--- config.mk ---
export PLATFORM = sky130hd
export DESIGN_NAME = rtc_calendar
export DESIGN_NICKNAME = d
export VERILOG_FILES = /design/src/rtl/rtc_cal_pkg.sv /design/src/rtl/rtc_time_core.sv /design/src/rtl/rtc_alarm_match.sv /design/src/rtl/rtc_calendar.sv
export SDC_FILE = /design/constraint.sdc
export NUM_CORES = 1
export LEC_CHECK = 0
export ABC_CLOCK_PERIOD_IN_PS = 4100
export BUFFER_PORTS_ARGS = -buffer_cell sky130_fd_sc_hd__buf_4
export CAP_MARGIN = 40
export CORE_MARGIN = 4
export CORE_UTILIZATION = 55
export CTS_CLUSTER_DIAMETER = 100
export DETAILED_ROUTE_END_ITERATION = 10
export GPL_TIMING_DRIVEN = 0
export PLACE_DENSITY = 0.8
export RECOVER_POWER = 100
export SYNTH_ARGS = -nofsm -noshare
export SYNTH_HDL_FRONTEND = slang
export SYNTH_HIERARCHICAL = 1
export SYNTH_SLANG_ARGS = --single-unit
--- constraint.sdc ---
create_clock -name clk_i -period 4.1 [get_ports clk_i]
set_input_delay 0.41 -clock clk_i [delete_from_list [all_inputs] [get_ports clk_i]]
set_output_delay 0.41 -clock clk_i [all_outputs]
set_load 0.005 [all_outputs]
--- src/rtl/rtc_cal_pkg.sv ---
package rtc_cal_pkg;
  localparam int unsigned ADDR_W = 4;
  localparam int unsigned BYTE_W = 8;
  localparam int unsigned N_ALM  = 4;

  typedef logic [BYTE_W-1:0] bcd8_t;
  typedef logic [ADDR_W-1:0] addr_t;

  localparam addr_t A_SEC  = 4'h0;
  localparam addr_t A_MIN  = 4'h1;
  localparam addr_t A_HOUR = 4'h2;
  localparam addr_t A_DOW  = 4'h3;
  localparam addr_t A_DATE = 4'h4;
  localparam addr_t A_MON  = 4'h5;
  localparam addr_t A_YEAR = 4'h6;
  localparam addr_t A_ALM0 = 4'h8;  // alarm sec, min, hour, dow follow
  localparam addr_t A_CTRL = 4'hC;
  localparam addr_t A_STAT = 4'hD;

  localparam bcd8_t M_SEC  = 8'h7F;
  localparam bcd8_t M_HOUR = 8'h7F;
  localparam bcd8_t M_DOW  = 8'h07;
  localparam bcd8_t M_DATE = 8'h3F;
  localparam bcd8_t M_MON  = 8'h1F;
  localparam bcd8_t M_CTRL = 8'h81;
  localparam bcd8_t M_ADOW = 8'h87;

  function automatic bcd8_t bcd_inc(bcd8_t v);
    return (v[3:0] >= 4'd9) ? {v[7:4] + 4'd1, 4'd0} : {v[7:4], v[3:0] + 4'd1};
  endfunction

  function automatic logic is_leap(bcd8_t y);
    logic lo_a, lo_b;
    lo_a = (y[3:0] == 4'd0) || (y[3:0] == 4'd4) || (y[3:0] == 4'd8);
    lo_b = (y[3:0] == 4'd2) || (y[3:0] == 4'd6);
    return y[4] ? lo_b : lo_a;
  endfunction

  function automatic bcd8_t month_len(bcd8_t m, bcd8_t y);
    case (m)
      8'h02:                      return is_leap(y) ? 8'h29 : 8'h28;
      8'h04, 8'h06, 8'h09, 8'h11: return 8'h30;
      default:                    return 8'h31;
    endcase
  endfunction
endpackage

--- src/rtl/rtc_time_core.sv ---
module rtc_time_core
  import rtc_cal_pkg::*;
(
  input  logic  clk_i,
  input  logic  rst_ni,
  input  logic  adv_i,
  input  logic  wr_en_i,
  input  addr_t wr_addr_i,
  input  bcd8_t wr_data_i,
  output bcd8_t sec_o,
  output bcd8_t min_o,
  output bcd8_t hour_o,
  output bcd8_t dow_o,
  output bcd8_t date_o,
  output bcd8_t mon_o,
  output bcd8_t year_o,
  output bcd8_t sec_n_o,
  output bcd8_t min_n_o,
  output bcd8_t hour_n_o,
  output bcd8_t dow_n_o
);
  bcd8_t sec_q, min_q, hour_q, dow_q, date_q, mon_q, year_q;
  bcd8_t sec_d, min_d, hour_d, dow_d, date_d, mon_d, year_d;
  bcd8_t hr_inc, h_tmp;
  logic  sec_wrap, min_wrap, day_c, date_wrap, mon_wrap;
  logic  c_min, c_hr, c_day, c_mon, c_yr;

  always_comb begin
    sec_wrap  = sec_q >= 8'h59;
    min_wrap  = min_q >= 8'h59;
    date_wrap = date_q >= month_len(mon_q, year_q);
    mon_wrap  = mon_q >= 8'h12;
    day_c     = 1'b0;
    h_tmp     = '0;
    if (hour_q[6]) begin
      if (hour_q[4:0] == 5'h11) begin
        hr_inc = {2'b01, ~hour_q[5], 5'h12};
        day_c  = hour_q[5];  // 11 PM -> 12 AM
      end else if (hour_q[4:0] >= 5'h12) begin
        hr_inc = {2'b01, hour_q[5], 5'h01};
      end else begin
        h_tmp  = bcd_inc({3'b000, hour_q[4:0]});
        hr_inc = {2'b01, hour_q[5], h_tmp[4:0]};
      end
    end else if (hour_q[5:0] >= 6'h23) begin
      hr_inc = 8'h00;
      day_c  = 1'b1;
    end else begin
      h_tmp  = bcd_inc({2'b00, hour_q[5:0]});
      hr_inc = {2'b00, h_tmp[5:0]};
    end

    c_min = adv_i & sec_wrap;
    c_hr  = c_min & min_wrap;
    c_day = c_hr & day_c;
    c_mon = c_day & date_wrap;
    c_yr  = c_mon & mon_wrap;

    sec_d  = adv_i ? (sec_wrap ? 8'h00 : bcd_inc(sec_q)) : sec_q;
    min_d  = c_min ? (min_wrap ? 8'h00 : bcd_inc(min_q)) : min_q;
    hour_d = c_hr  ? hr_inc : hour_q;
    dow_d  = c_day ? ((dow_q >= 8'h07) ? 8'h01 : dow_q + 8'h01) : dow_q;
    date_d = c_day ? (date_wrap ? 8'h01 : bcd_inc(date_q)) : date_q;
    mon_d  = c_mon ? (mon_wrap ? 8'h01 : bcd_inc(mon_q)) : mon_q;
    year_d = c_yr  ? ((year_q >= 8'h99) ? 8'h00 : bcd_inc(year_q)) : year_q;

    if (wr_en_i) begin
      case (wr_addr_i)
        A_SEC:  sec_d  = wr_data_i & M_SEC;
        A_MIN:  min_d  = wr_data_i & M_SEC;
        A_HOUR: hour_d = wr_data_i & M_HOUR;
        A_DOW:  dow_d  = wr_data_i & M_DOW;
        A_DATE: date_d = wr_data_i & M_DATE;
        A_MON:  mon_d  = wr_data_i & M_MON;
        A_YEAR: year_d = wr_data_i;
        default: ;
      endcase
    end
  end

  always_ff @(posedge clk_i or negedge rst_ni) begin
    if (!rst_ni) begin
      sec_q <= 8'h00; min_q <= 8'h00; hour_q <= 8'h00; dow_q <= 8'h01;
      date_q <= 8'h01; mon_q <= 8'h01; year_q <= 8'h00;
    end else begin
      sec_q <= sec_d; min_q <= min_d; hour_q <= hour_d; dow_q <= dow_d;
      date_q <= date_d; mon_q <= mon_d; year_q <= year_d;
    end
  end

  assign sec_o    = sec_q;
  assign min_o    = min_q;
  assign hour_o   = hour_q;
  assign dow_o    = dow_q;
  assign date_o   = date_q;
  assign mon_o    = mon_q;
  assign year_o   = year_q;
  assign sec_n_o  = sec_d;
  assign min_n_o  = min_d;
  assign hour_n_o = hour_d;
  assign dow_n_o  = dow_d;

  p_sec_wrap_r2: assert property (@(posedge clk_i) disable iff (!rst_ni)
    (adv_i && !wr_en_i && sec_q == 8'h59) |=> (sec_q == 8'h00 && min_q != $past(min_q)));

  p_midnight_r3: assert property (@(posedge clk_i) disable iff (!rst_ni)
    (adv_i && !wr_en_i && sec_q == 8'h59 && min_q == 8'h59 && hour_q == 8'h23)
    |=> (hour_q == 8'h00));

  p_pm_toggle_r4: assert property (@(posedge clk_i) disable iff (!rst_ni)
    (adv_i && !wr_en_i && sec_q == 8'h59 && min_q == 8'h59 && hour_q[6] && hour_q[4:0] == 5'h11)
    |=> (hour_q[5] != $past(hour_q[5]) && hour_q[4:0] == 5'h12));

  p_dow_wrap_r5: assert property (@(posedge clk_i) disable iff (!rst_ni)
    (c_day && !wr_en_i && dow_q == 8'h07) |=> (dow_q == 8'h01));

  // no applied tick and no write keeps every register
  p_hold_r7: assert property (@(posedge clk_i) disable iff (!rst_ni)
    (!adv_i && !wr_en_i) |=> ($stable(sec_q) && $stable(min_q) && $stable(hour_q) &&
      $stable(dow_q) && $stable(date_q) && $stable(mon_q) && $stable(year_q)));
endmodule

--- src/rtl/rtc_alarm_match.sv ---
module rtc_alarm_match
  import rtc_cal_pkg::*;
(
  input  logic                    adv_i,
  input  logic [N_ALM-1:0][7:0]   alm_i,
  input  logic [N_ALM-1:0][7:0]   now_i,
  output logic                    hit_o
);
  localparam logic [N_ALM-1:0][7:0] CMP_M = {M_DOW, M_HOUR, M_SEC, M_SEC};
  logic [N_ALM-1:0] fld_ok;

  for (genvar i = 0; i < N_ALM; i++) begin : g_fld
    assign fld_ok[i] = alm_i[i][7] | ((alm_i[i] & CMP_M[i]) == (now_i[i] & CMP_M[i]));
  end

  assign hit_o = adv_i & (&fld_ok);
endmodule

--- src/rtl/rtc_calendar.sv ---
module rtc_calendar
  import rtc_cal_pkg::*;
(
  input  logic       clk_i,
  input  logic       rst_ni,
  input  logic       tick_i,
  input  logic       wr_en_i,
  input  logic [3:0] wr_addr_i,
  input  logic [7:0] wr_data_i,
  input  logic [3:0] rd_addr_i,
  output logic [7:0] rd_data_o,
  output logic       irq_o
);
  logic [N_ALM-1:0][7:0] alm_q, now_n;
  bcd8_t ctrl_q;
  logic  flag_q, adv, hit;
  bcd8_t sec, min, hour, dow, date, mon, year;

  // a write in the same cycle drops the tick
  assign adv = tick_i & ~ctrl_q[7] & ~wr_en_i;

  rtc_time_core u_core (
    .clk_i, .rst_ni, .adv_i(adv), .wr_en_i, .wr_addr_i, .wr_data_i,
    .sec_o(sec), .min_o(min), .hour_o(hour), .dow_o(dow),
    .date_o(date), .mon_o(mon), .year_o(year),
    .sec_n_o(now_n[0]), .min_n_o(now_n[1]), .hour_n_o(now_n[2]), .dow_n_o(now_n[3])
  );

  rtc_alarm_match u_alm (.adv_i(adv), .alm_i(alm_q), .now_i(now_n), .hit_o(hit));

  always_ff @(posedge clk_i or negedge rst_ni) begin
    if (!rst_ni) begin
      alm_q  <= '0;
      ctrl_q <= '0;
      flag_q <= 1'b0;
    end else begin
      if (wr_en_i) begin
        if (wr_addr_i[3:2] == A_ALM0[3:2])
          alm_q[wr_addr_i[1:0]] <= (wr_addr_i[1:0] == 2'd3) ? (wr_data_i & M_ADOW) : wr_data_i;
        if (wr_addr_i == A_CTRL) ctrl_q <= wr_data_i & M_CTRL;
      end
      if (hit) flag_q <= 1'b1;
      else if (wr_en_i && wr_addr_i == A_STAT) flag_q <= 1'b0;
    end
  end

  always_comb begin
    case (rd_addr_i)
      A_SEC:         rd_data_o = sec;
      A_MIN:         rd_data_o = min;
      A_HOUR:        rd_data_o = hour;
      A_DOW:         rd_data_o = dow;
      A_DATE:        rd_data_o = date;
      A_MON:         rd_data_o = mon;
      A_YEAR:        rd_data_o = year;
      4'h8, 4'h9, 4'hA, 4'hB: rd_data_o = alm_q[rd_addr_i[1:0]];
      A_CTRL:        rd_data_o = ctrl_q;
      A_STAT:        rd_data_o = {7'b0, flag_q};
      default:       rd_data_o = 8'h00;
    endcase
  end

  assign irq_o = flag_q & ctrl_q[0];

  p_flag_set_r8: assert property (@(posedge clk_i) disable iff (!rst_ni)
    hit |=> flag_q);

  p_flag_clr_r10: assert property (@(posedge clk_i) disable iff (!rst_ni)
    (wr_en_i && wr_addr_i == A_STAT && !hit) |=> !flag_q);

  p_irq_hold_r9: assert property (@(posedge clk_i) disable iff (!rst_ni)
    (irq_o && !wr_en_i) |=> irq_o);

  p_no_tick_on_wr_r12: assert property (@(posedge clk_i) disable iff (!rst_ni)
    (tick_i && wr_en_i && wr_addr_i != A_SEC) |=> $stable(sec));
endmodule

==> flow_summary.ini <==
[yosys]
yosys_most_used_dff = dfrtp_1
yosys.area_share.simple = 0.196
syn_area_um2 = 6410
ys_ff_latch = 91
async_flop_share = 1.00
synth_top_area_share = 0.344
synth_nets = 722
synth_area_leaders = dfrtp_1, ha_1, mux2_1
synth_fa_ha_area_frac = 0.0781
ys_warn_count = 6
ys_seq_area_frac = 0.356
avgSynthCellArea_um2 = 9.68
muxShareOfSynthArea = 0.122
synth_compound_area_frac = 0.174
synth_top_family_by_area = simple AND/OR/NAND/NOR gates
synth_cells = 662
yosys.area.top_type = dfrtp_1
synth-edff-count = 0
yosysUniqueCellTypes = 78
synth_xor_area_frac = 0.0396

[placed_design]
port_buffers = 27
placed_area_um2 = 6820
dp_hpwl_um = 14300
gp_routability_congestion = 0.954

[setup_path]
cp-start-kind = flop
endpoint_kind = flop
r2r_cells = 16
required_ps = 4380
r2r_setup_slack_ps = 40
cpPeakStageDelay_ps = 490
r2r-end = flag_q
r2r_start = u_core/hour_o[1]
worst-setup-path-type = reg -> reg
crit_path_start = u_core/hour_o[1]
crit_slowest_cell = clkbuf_1
crit_arrival_ps = 4350
path_cells = inv_1 > ha_1 > nand2_1 > nor3_2 > ha_1 > inv_1 > a22o_1 > nor4_4 > clkbuf_1 > and3_1 > o31ai_1 > xor2_1 > nor3_1 > o21ai_0 > nor4_2 > a21o_1
crit_fanout = 9

[sta]
final_max_slew_viol_count = 46
hold_viol = 0
period_share = 0.991
max_freq_mhz = 246
fin_tns_setup_ps = 0
whs_ps = 350
skew_ps = 7.28
min_period_ps = 4060
worst-slew-pin-transition_ps = 2450
relSlewSlack = -0.632
setup_viol = 0

[grt]
grt_usage = 0.295
grt_pass1_vias = 5499
grt_antenna_before_repair = 0
grt_max_degree = 48
grt_remaining_overflow = 0
grt_pass1_wl_um = 29900

[power]
pwr-share-comb = 0.362
intPower_mw = 2.17
ir_worst_vdd_mv = 0.329
leakagePower_nw = 2.97
switching_share = 0.405
p_per_area_nw_per_um2 = 516
p_clk_frac = 0.231
seqPwrFrac = 0.407
p_switching_mw = 1.48

[floorplanning]
fp.coreArea_um2 = 11400
dieArea_um2 = 13400
die_w_um = 116
start_util = 0.561
num_rows = 39
ios = 29
die_h_um = 116

[cts]
clk_path_buf_depth = 2
h-tree-depth = 3
clk_latency_ps = 340
cts_made_buffers = 9
cts_tree = yes
cts.sinks = 91
cts_root_buffer = clkbuf_16
path_clk_slew_ps = 60

[job]
cap_violations = 1

[drt]
num_vias = 5908
drtIter0Drc = 746
drcViolationCount = 0
wire_per_inst_um = 22.9
viasPerCell = 6.94
wl_um = 19500
ant_nets = 0
drtPass1Iterations = 5

[min_path]
min_path_type = in -> reg
min_to = u_core/year_o[7]
hold_path.startpoint = wr_data_i[7]
worstHoldPathCells = 3

[layout]
areaGrowthSynthToFinish_pct = 10.5
fin_util = 0.620
design_area_um2 = 7080
layout.nets = 762
final_cell_mix = dfrtp_1, nand2_1, ha_1, nor2_1, o21ai_0
drive_gt1_frac = 0.116
final_common_cell = dfrtp_1

[run_status]
outcome = finished, violations left
violations = max-capacitance violations, max-slew violations
-- power by group through the flow --
| stage | sequential (mW) | combinational [mW] | clock [mW] |
|---|---|---|---|
| finish | 1.49 | 1.32 | 0.844 |
| global route | 1.52 | 1.44 | 0.891 |
| CTS | 1.47 | 1.30 | 0.855 |
| detailed placement | 1.49 | 1.28 | 0 |
| global placement | 1.47 | 1.22 | 0 |
| floorplan | 1.34 | 0.958 | 0 |
-- repair_timing --
| action | CTS | global route |
|---|---|---|
| buffers inserted | 1 | 0 |
| setup endpoints to repair | 1 | 1 |
| resized for setup | 0 | 5 |
| cloned | 0 | 0 |
| hold buffers | 0 | 0 |
| pin swaps | 1 | 0 |
-- worst max-delay path by stage --
stage / to / slack (ps)
floorplan: flag_q / 830
global placement: flag_q / -90
detailed placement: flag_q / -140
CTS: flag_q / 30
global route: flag_q / -30
finish: flag_q / 40
-- worst max-delay path: cells and delay by family (launching register included) --
family / cells / cell delay, ps
fa+ha+maj: 2 / 370
simple gates: 6 / 1610
compound gates: 4 / 710
xor+xnor: 1 / 180
flops: 1 / 480
buf+inv: 3 / 650
-- routing by layer --
metal | GRT usage | share of wire
met3 | 0.0512 | 0.093
met1 | 0.398 | 0.40
met4 | 0.165 | 0.054
met2 | 0.450 | 0.45
met5 | 0 | 0
-- synth_stat cells (3+ instances only) --
| master | n |
|---|---|
| mux4_2 | 8 |
| mux2i_1 | 22 |
| a31oi_1 | 17 |
| nor2b_1 | 9 |
| o21ai_0 | 34 |
| dfrtp_1 | 88 |
| nand3b_1 | 3 |
| a41oi_1 | 11 |
| o32ai_1 | 5 |
| mux2_1 | 30 |
| buf_2 | 8 |
| xnor2_1 | 12 |
| or3b_2 | 5 |
| nand3_1 | 25 |
| a21oi_1 | 24 |
| clkbuf_1 | 13 |
| nor2_1 | 37 |
| nand2_1 | 53 |
| o211ai_1 | 6 |
| ha_1 | 40 |
| nor3b_1 | 7 |
| and3_1 | 9 |
| xor2_1 | 17 |
| o22ai_1 | 4 |
| a22o_1 | 7 |
| nand4b_1 | 3 |
| inv_1 | 24 |
| and3b_1 | 3 |
| nor3_1 | 22 |
| o31ai_1 | 13 |
| and2_1 | 12 |
| dfstp_2 | 3 |
| nand4_1 | 7 |
| a22oi_1 | 8 |
| mux2_2 | 4 |
| nor4_1 | 9 |
| or3_1 | 4 |
-- cells by family after synthesis --
family / after synthesis
AOI/OAI and AO/OA: 160
DFF: 91
buffers and inverters: 49
adders and majority gates: 40
muxes: 64
and+or+nand+nor: 229
xor gates and xnor gates: 29
-- metrics by stage --
step | cells | power (mW) | setup slack [ps]
2_1_floorplan | 662 | 2.30 | 826
3_3_place_gp | 832 | 2.69 | -91.0
3_5_place_dp | 833 | 2.77 | -137
4_1_cts | 850 | 3.63 | 31.3
5_1_grt | 850 | 3.85 | -31.3
6_report | 851 | 3.65 | 36.3
-- sequential cells by signal, indices dropped and copies added (netlist names) --
name and cells:
alm_q 32, ctrl_q 2, flag_q 1, u_core/date_o 8
u_core/dow_o 8, u_core/hour_o 8, u_core/min_o 8, u_core/mon_o 8
u_core/sec_o 8, u_core/year_o 8
-- final cells by class --
class	count	area, um2
timing repair buffer	29	196
fill	962	4340
clock inverter	6	63.8
multi-input combinational	522	3910
sequential	91	2280
inverter	24	90.1
clock buffer	10	239
antenna	1	2.50
buffer	25	118
tap	143	179
(Power assumes the default switching activity.)
